`src/rtl/ola_buffer.sv`:
```
module ola_buffer #(
  parameter int K   = 2,
  parameter int FFT = 8,
  parameter int W   = 16
) (
  input  logic                clk,
  input  logic                rst_n,
  input  logic                in_valid,
  output logic                in_ready,
  input  logic                in_last,
  input  logic signed [W-1:0] in_re,
  input  logic signed [W-1:0] in_im,
  output logic                out_valid,
  output logic                out_last,
  output logic signed [W-1:0] out_re,
  output logic signed [W-1:0] out_im
);
  localparam int KF  = K * FFT;
  localparam int N   = 2 * KF;
  localparam int H   = FFT / 2;
  localparam int AAW = $clog2(N);
  localparam int SAW = $clog2(KF);
  localparam int CW  = $clog2(N + H + 1);
  localparam logic [CW-1:0]  N_C   = CW'(N);
  localparam logic [CW-1:0]  N1_C  = CW'(N - 1);
  localparam logic [CW-1:0]  KF_C  = CW'(KF);
  localparam logic [CW-1:0]  KF1_C = CW'(KF - 1);
  localparam logic [CW-1:0]  H_C   = CW'(H);
  localparam logic [SAW-1:0] WEND  = SAW'(KF - 1);

  typedef enum logic [1:0] {S_CLR, S_FILL, S_UPD, S_OUT} phase_t;
  phase_t state;

  logic signed [W-1:0] acc_re [N];
  logic signed [W-1:0] acc_im [N];
  logic signed [W-1:0] st_re  [KF];
  logic signed [W-1:0] st_im  [KF];

  logic [CW-1:0]  cnt;
  logic [SAW-1:0] wcnt;
  logic [AAW-1:0] p_idx;
  logic           p_valid, sh_zero, add_en, dv, dl, last_seen;
  logic signed [W-1:0] aq_re, aq_im, sq_re, sq_im;

  wire in_fire = in_valid && in_ready;
  wire [CW-1:0] rsum  = cnt + H_C;
  wire [CW-1:0] sdiff = cnt - KF_C;
  wire [AAW-1:0] ra = (rsum < N_C) ? rsum[AAW-1:0] : '0;
  wire [SAW-1:0] sa = (cnt >= KF_C) ? sdiff[SAW-1:0] : '0;

  wire signed [W-1:0] sum_re = (sh_zero ? '0 : aq_re) + (add_en ? sq_re : '0);
  wire signed [W-1:0] sum_im = (sh_zero ? '0 : aq_im) + (add_en ? sq_im : '0);
  wire                acc_we = (state == S_CLR) || p_valid;
  wire [AAW-1:0]      acc_wa = (state == S_CLR) ? cnt[AAW-1:0] : p_idx;

  assign in_ready  = (state == S_FILL);
  assign out_valid = dv;
  assign out_last  = dl;
  assign out_re    = aq_re;
  assign out_im    = aq_im;

  always_ff @(posedge clk) begin
    if (!rst_n) begin
      state <= S_CLR; cnt <= '0; wcnt <= '0; p_idx <= '0;
      p_valid <= 1'b0; sh_zero <= 1'b0; add_en <= 1'b0;
      dv <= 1'b0; dl <= 1'b0; last_seen <= 1'b0;
    end else begin
      case (state)
        S_CLR: begin
          cnt <= cnt + 1'b1;
          if (cnt == N1_C) begin state <= S_FILL; cnt <= '0; end
        end
        S_FILL: begin
          dv <= 1'b0; dl <= 1'b0;
          if (in_fire) begin
            if (in_last) last_seen <= 1'b1;
            wcnt <= wcnt + 1'b1;
            if (wcnt == WEND) begin wcnt <= '0; state <= S_UPD; cnt <= '0; end
          end
        end
        S_UPD: begin
          p_valid <= (cnt < N_C);
          p_idx   <= cnt[AAW-1:0];
          sh_zero <= (rsum >= N_C);
          add_en  <= (cnt >= KF_C);
          cnt     <= cnt + 1'b1;
          if (cnt == N_C) begin state <= S_OUT; cnt <= '0; end
        end
        default: begin
          p_valid <= 1'b0;
          if (cnt < KF_C) begin
            dv  <= 1'b1;
            dl  <= (cnt == KF1_C) && last_seen;
            if (cnt == KF1_C) last_seen <= 1'b0;
            cnt <= cnt + 1'b1;
          end else begin
            dv <= 1'b0; dl <= 1'b0; state <= S_FILL; cnt <= '0;
          end
        end
      endcase
    end
  end

  always_ff @(posedge clk) begin
    if ((state == S_UPD && cnt < N_C) || (state == S_OUT && cnt < KF_C)) begin
      aq_re <= acc_re[ra];
      aq_im <= acc_im[ra];
    end
    if (state == S_UPD && cnt < N_C) begin
      sq_re <= st_re[sa];
      sq_im <= st_im[sa];
    end
  end

  always_ff @(posedge clk) begin
    if (acc_we) begin
      acc_re[acc_wa] <= (state == S_CLR) ? '0 : sum_re;
      acc_im[acc_wa] <= (state == S_CLR) ? '0 : sum_im;
    end
  end

  always_ff @(posedge clk) begin
    if (state == S_FILL && in_fire) begin
      st_re[wcnt] <= in_re;
      st_im[wcnt] <= in_im;
    end
  end


  last_valid_chk: assert property (@(posedge clk) disable iff (!rst_n)
    out_last |-> out_valid);

  last_final_chk: assert property (@(posedge clk) disable iff (!rst_n)
    out_last |=> !out_valid);

  ready_drop_chk: assert property (@(posedge clk) disable iff (!rst_n)
    $fell(in_ready) |-> $past(in_valid));

  out_run_chk: assert property (@(posedge clk) disable iff (!rst_n)
    out_valid |=> (out_valid || in_ready));

  accept_quiet_chk: assert property (@(posedge clk) disable iff (!rst_n)
    (in_valid && in_ready) |=> !out_valid);
endmodule

```
`config.mk`:
```
export PLATFORM = sky130hd
export DESIGN_NAME = ola_buffer
export DESIGN_NICKNAME = d
export VERILOG_FILES = /design/src/rtl/ola_buffer.sv
export SDC_FILE = /design/constraint.sdc
export NUM_CORES = 2
export LEC_CHECK = 0
export ABC_AREA = 1
export BUFFER_PORTS_ARGS = -buffer_cell sky130_fd_sc_hd__buf_2
export CORE_ASPECT_RATIO = 1.25
export CORE_MARGIN = 2
export CORE_UTILIZATION = 57
export DETAILED_ROUTE_END_ITERATION = 10
export PLACE_DENSITY = 0.76
export REMOVE_ABC_BUFFERS = 1
export SETUP_SLACK_MARGIN = 0.1
export SLEW_MARGIN = 40
export SYNTH_ARGS = -nofsm -noshare
export SYNTH_HDL_FRONTEND = slang
export SYNTH_SLANG_ARGS = --single-unit
export TNS_END_PERCENT = 1
```
`constraint.sdc`:
```
create_clock -name clk -period 3.42 [get_ports clk]
set_clock_uncertainty 0.2 [all_clocks]
set_input_delay 0.342 -clock clk [delete_from_list [all_inputs] [get_ports clk]]
set_output_delay 0.342 -clock clk [all_outputs]
set_load 0.02 [all_outputs]
```
**Word level (Yosys, flattened, before mapping)**

Memory sizes are Yosys's and may differ from the RTL's. A register that Yosys moved wholly into a read port is not among the register bits.
Index checks and enable logic that the tools add are counted.

- Flip-flop bits (word level): 23
- Latch bits: 0
- Memory bits (writable): 1536
- Memory bits (read-only): 0
- Input bits: 36
- Output and inout port bits: 35
- Word-level logic and storage cells: 91
- Memories kept: 4

- $add $sub $neg: 6
- $mul: 0
- Divide/modulo/power cells: 0
- Order comparisons: 5
- Eq/ne operators: 13
- Shifts and indexed selects: 0
- Multiplexer cells: 36
- Bitwise gates (word level): 1
- Reductions and logical operators: 16

Memories:

| memory | depth | width | rd ports | clocked after Yosys merged registers in | wr ports | RTL line | text |
|---|---|---|---|---|---|---|---|
| acc_im | 32 | 16 | 1 | 1 | 1 | 35 | `logic signed [W-1:0] acc_im [N];` |
| acc_re | 32 | 16 | 1 | 1 | 1 | 34 | `logic signed [W-1:0] acc_re [N];` |
| st_im | 16 | 16 | 1 | 1 | 1 | 37 | `logic signed [W-1:0] st_im [KF];` |
| st_re | 16 | 16 | 1 | 1 | 1 | 36 | `logic signed [W-1:0] st_re [KF];` |

Operator list:

| operator | count |
|---|---|
| 2-to-1 mux 16 bit | 6 |
| adder 16 bit | 2 |
| 2-to-1 mux 6 bit | 5 |
| one-hot mux 6 bit (3 select lines) | 1 |
| < comparator 6 bit, second input constant | 2 |
| 2-to-1 mux 1 bit | 10 |
| 2-to-1 mux 2 bit | 5 |
| 2-to-1 mux 5 bit | 2 |
| AND reduction 5 bit | 2 |
| 2-to-1 mux 4 bit | 2 |
| one-hot mux 1 bit (2 select lines) | 4 |
| adder 6 x 1 -> 6 bit, second input constant | 1 |
| adder 6 x 3 -> 6 bit, second input constant | 1 |
| equality test 6 x 4 -> 1 bit, second input constant | 1 |
| equality test 6 x 5 -> 1 bit, second input constant | 1 |
| equality test 6 bit, second input constant | 1 |
| greater-or-equal comparator 6 x 5 -> 1 bit, second input constant | 1 |
| greater-or-equal comparator 6 bit, second input constant | 1 |
| < comparator 6 x 5 -> 1 bit, second input constant | 1 |
| != test 2 x 1 -> 1 bit, second input constant | 3 |
| one-hot mux 2 bit (3 select lines) | 1 |
| logical AND 1 bit | 5 |
| adder 4 x 1 -> 4 bit, second input constant | 1 |
| equality test 2 bit, second input constant | 2 |
| other kinds (11) | 16 |

**Longest topological paths before layout**

- Word-level depth: 5
- Mapped depth: 17
- Depth with buffers taken out: 15

**Worst setup path after synthesis**

OpenSTA, ideal clock, no wires.

- Path kind: flip-flop to flip-flop
- From: register state[0]
- To: register aq_im[0] (netlist: out_im[0]), read port of acc_im (enable)
- Setup time: 466 ps
- Data arrival time: 3025 ps
- Required time: 2754 ps
- Path slack: -271 ps
- Stages on the path, launching flop included: 5
- Buffers on the path: 0
- Clock period less this slack: 3691 ps
- Cells stage by stage: dfxtp_1 -> inv_1 -> ha_1 -> inv_1 -> o21ai_0

- Longest elaborated chain between the ends: 3
- Elaborated cells on any way between the ends: 5
- Those cells by class: eq/ne (2); reduce/logical (3)

Ends and longest elaborated chain:

| element | RTL line | text |
|---|---|---|
| from (decl) | 32 | `phase_t state;` |
| from (signal assigned) | 64 | `state <= S_CLR; cnt <= '0; wcnt <= '0; p_idx <= '0;` |
| from (signal assigned) | 71 | `if (cnt == N1_C) begin state <= S_FILL; cnt <= '0; end` |
| from (signal assigned) | 78 | `if (wcnt == WEND) begin wcnt <= '0; state <= S_UPD; cnt <= '0; end` |
| equality test 2 bit | 105 | `if ((state == S_UPD && cnt < N_C) \|\| (state == S_OUT && cnt < KF_C)) begin` |
| logical AND 1 bit | 105 |  |
| logical OR 1 bit * | 105 |  |
| to (decl) | 43 | `logic signed [W-1:0] aq_re, aq_im, sq_re, sq_im;` |

Every way passes the cells marked *; elsewhere a longest branch is shown, timed or not.
A chain may end at the register's enable or synchronous reset.

**Worst setup path after layout**

- From: register cnt[5]
- To: register aq_im[10] (netlist: out_im[10]), read port of acc_im (data pin)

- Longest elaborated chain between the ends: 3
- Elaborated cells on any way between the ends: 8
- Those cells by class: add/sub (1); order compare (3); mux (1); reduce/logical (3)

Ends and longest elaborated chain:

| element | RTL line | text |
|---|---|---|
| from (decl) | 39 | `logic [CW-1:0] cnt;` |
| from (signal assigned) | 70 | `cnt <= cnt + 1'b1;` |
| from (signal assigned) | 86 | `cnt <= cnt + 1'b1;` |
| from (signal assigned) | 95 | `cnt <= cnt + 1'b1;` |
| adder 6 x 3 -> 6 bit, or another cell as far along | 46 | `wire [CW-1:0] rsum = cnt + H_C;` |
| < comparator 6 bit or logical AND 1 bit (tied branches) | 48, 105 |  |
| 2-to-1 mux 5 bit or logical OR 1 bit (tied branches) | 48, 105 |  |

Several ways; a longest one is shown, not always the timed one.

==> results_dict.tcl <==
set metrics [dict create \
    dpl-instance-area_sq_um 74300 \
    setup_ws_ps 270 \
    drv_cap 0 \
    p_sw_frac 0.330 \
    worstPathArrival_ps 3610 \
    drive_above_1_share 0.0882 \
    syn-cell-area_sq_um 70500 \
    fillers 8742 \
    antenna_left 0 \
    dr.first_iter.drc_count 6852 \
    total_power_mw 57.0 \
    cts_buffer_depth 3 \
    globalplace.congestion 0.939 \
    peakVddDrop_mv 0.627 \
    max_stage_delay_ps 650 \
    seqPwrFrac 0.445 \
    rows 144 \
    dp_slack_ps 189 \
    clock-sinks 1623 \
    synth_top_flop_cell "edfxtp_1" \
    grt_util_all_layers 0.310 \
    p_leak_nw 31.6 \
    drt-vias-per-instance 5.99 \
    relSlewSlack 0.422 \
    ctsHtreeMaxLevel 4 \
    fin_area_sq_um 79600 \
    grt_antenna_before_repair 7 \
    clkSlewWorstSetupHoldPaths_ps 60 \
    start_util 0.573 \
    synth-async-reset-ratio 0 \
    dp_cells 7934 \
    rsz0062_at_grt "no" \
    grt_pass1_wl_um 292000 \
    die_h_um 397 \
    port_buffers 70 \
    io_pins 71 \
    yosys_warnings 0 \
    clock_latency_ps 800 \
    timing.final.crit_share 0.921 \
    instances_no_fill 8256 \
    required_ps 3880 \
    seq_area_frac_synth 0.688 \
    crit_fanout 29 \
    end_kind "flop" \
    layout_commonest_cell "edfxtp_1" \
    die_area_sq_um 127000 \
    final_util 0.647 \
    tightest_slew_ps 867 \
    hp-class "in -> reg" \
    vias 49500 \
    fmax_mhz 317 \
    status "complete, no violations" \
    slowest_stage "dfxtp_1" \
    clockPowerShare 0.289 \
    path_class "reg -> reg" \
    routed_wl_um 197000 \
    fin_nets 6605 \
    synth-edff-count 1600 \
    root_buffer "clkbuf_16" \
    die_w_um 319 \
    grt_max_degree 171 \
    cts_tree "yes" \
    dpl.hpwl_um 105000 \
    firstDrtPassIters 7 \
    syn2layout_area_growth_pct 12.9 \
    synth_seq_cells 1623 \
    cts_buffers 154 \
    syn_inst 6422 \
    hold_violations 0 \
    p_per_area_nw_per_um2 716 \
    period_needed_ps 3150 \
    wl_per_cell_um 23.8 \
    worstSetupStartpointType "flop" \
    p_sw_mw 18.8 \
    drv_slew 0 \
    first_global_vias 48100 \
    synthDistinctLibCells 41 \
    layout_common_cells "edfxtp_1, nand3_1, nand2_1" \
    combPwrFrac 0.265 \
    setup_viol 0 \
    cp_cell_sequence "nand4_1 > nand2_8 > nand2_8 > inv_8 > buf_12 > buf_12 > nand3_1 > nand3_1 > nand3_1 > nand2_1 > nand2_1 > nand2_1" \
    syn_area_per_cell_sq_um 11.0 \
    grt-ovfl-total 0 \
    drcViolationCount 0 \
    design.core.area_sq_um 123000 \
    intPower_mw 38.2 \
]
sequential cells by signal, indices dropped and copies added (netlist names), 2 cells and up:
signal and count:
acc_im 512, sq_im 16, wcnt 4, p_idx 5
sq_re 16, out_im 16, st_re 256, out_re 16
cnt 6, st_im 256, state 2, acc_re 512
cells in the mapped netlist (all sizes together) (12+ instances only):
master	count	area share
o211ai	63	0.0067
nand3	1161	0.082
dfxtp	23	0.0065
ha	44	0.0078
o22ai	21	0.0019
edfxtp	1600	0.68
nand2	1026	0.055
nor2	524	0.028
or2	44	0.0039
inv	1027	0.055
o311ai	86	0.011
a21oi	63	0.0045
nand3b	129	0.014
o21ai	191	0.014
clkbuf	137	0.0073
nor3	12	0.00085
buf	231	0.017
metal layers:
layer | part of all wire | global-route usage
met3 | 0.12 | 0.0755
met5 | 0.00026 | 0
met4 | 0.059 | 0.176
met2 | 0.47 | 0.506
met1 | 0.34 | 0.381
cells by family (layout without fill, tap and decap cells):
group | Yosys count | in the layout | synth area share
other cells | 0 | 3 | 0
buf+inv | 1396 | 1621 | 0.0787
xor+xnor | 9 | 9 | 0.00112
simple gates | 2904 | 2904 | 0.185
fa+ha+maj | 46 | 46 | 0.00837
compound gates | 444 | 444 | 0.0395
flops | 1623 | 1623 | 0.688
power groups by stage:
stage	combinational (mW)	sequential, mW	clock [mW]
after detailed placement	14.7	25.8	0
after CTS	14.8	25.4	16.6
after floorplan	7.32	25.9	0
after global routing	16.3	25.5	17.4
final	15.1	25.4	16.5
after global placement	14.3	25.7	0
final timing paths:
| kind | startpoint | end | slack (ps) | cells after the start |
|---|---|---|---|---|
| max | cnt[5] | out_im[10] | 270 | 12 |
| min | in_im[3] | st_im[14][3] | 270 | 2 |
| max reg2reg | cnt[5] | out_im[10] | 270 | 12 |
| min reg2reg | out_valid | out_valid | 280 | 2 |
area by class of cell:
type	count	area, sq um	area share
diodes	3	7.51	0.0000943
clock buffers	192	4040	0.0507
clock inverters	88	807	0.0101
inverters	1028	3880	0.0487
multi-input cells	3403	17000	0.213
flip-flops and latches	1623	48500	0.609
well taps	1606	2010	0.0252
repair buffers	313	3360	0.0423
metrics by stage:
stage	setup TNS, ps	hold WS [ps]
CTS	0	235
global route	0	277
detailed placement	0	265
finish	0	267
global placement	0	257
floorplan	-7559490	241
timing repair:
action                                  CTS  global route
resized for setup                         0             8
endpoints found under the setup margin    0           320
hold endpoints to repair                534             0
hold buffers                             36             0
setup buffers                             0             2
worst max-delay path: cells and delay by family (launching register included):
family                 cells  cell delay (ps)
buffers and inverters      3              740
DFF                        1              650
and+or+nand+nor            9             1360
Power figures use the tool's default switching activity.
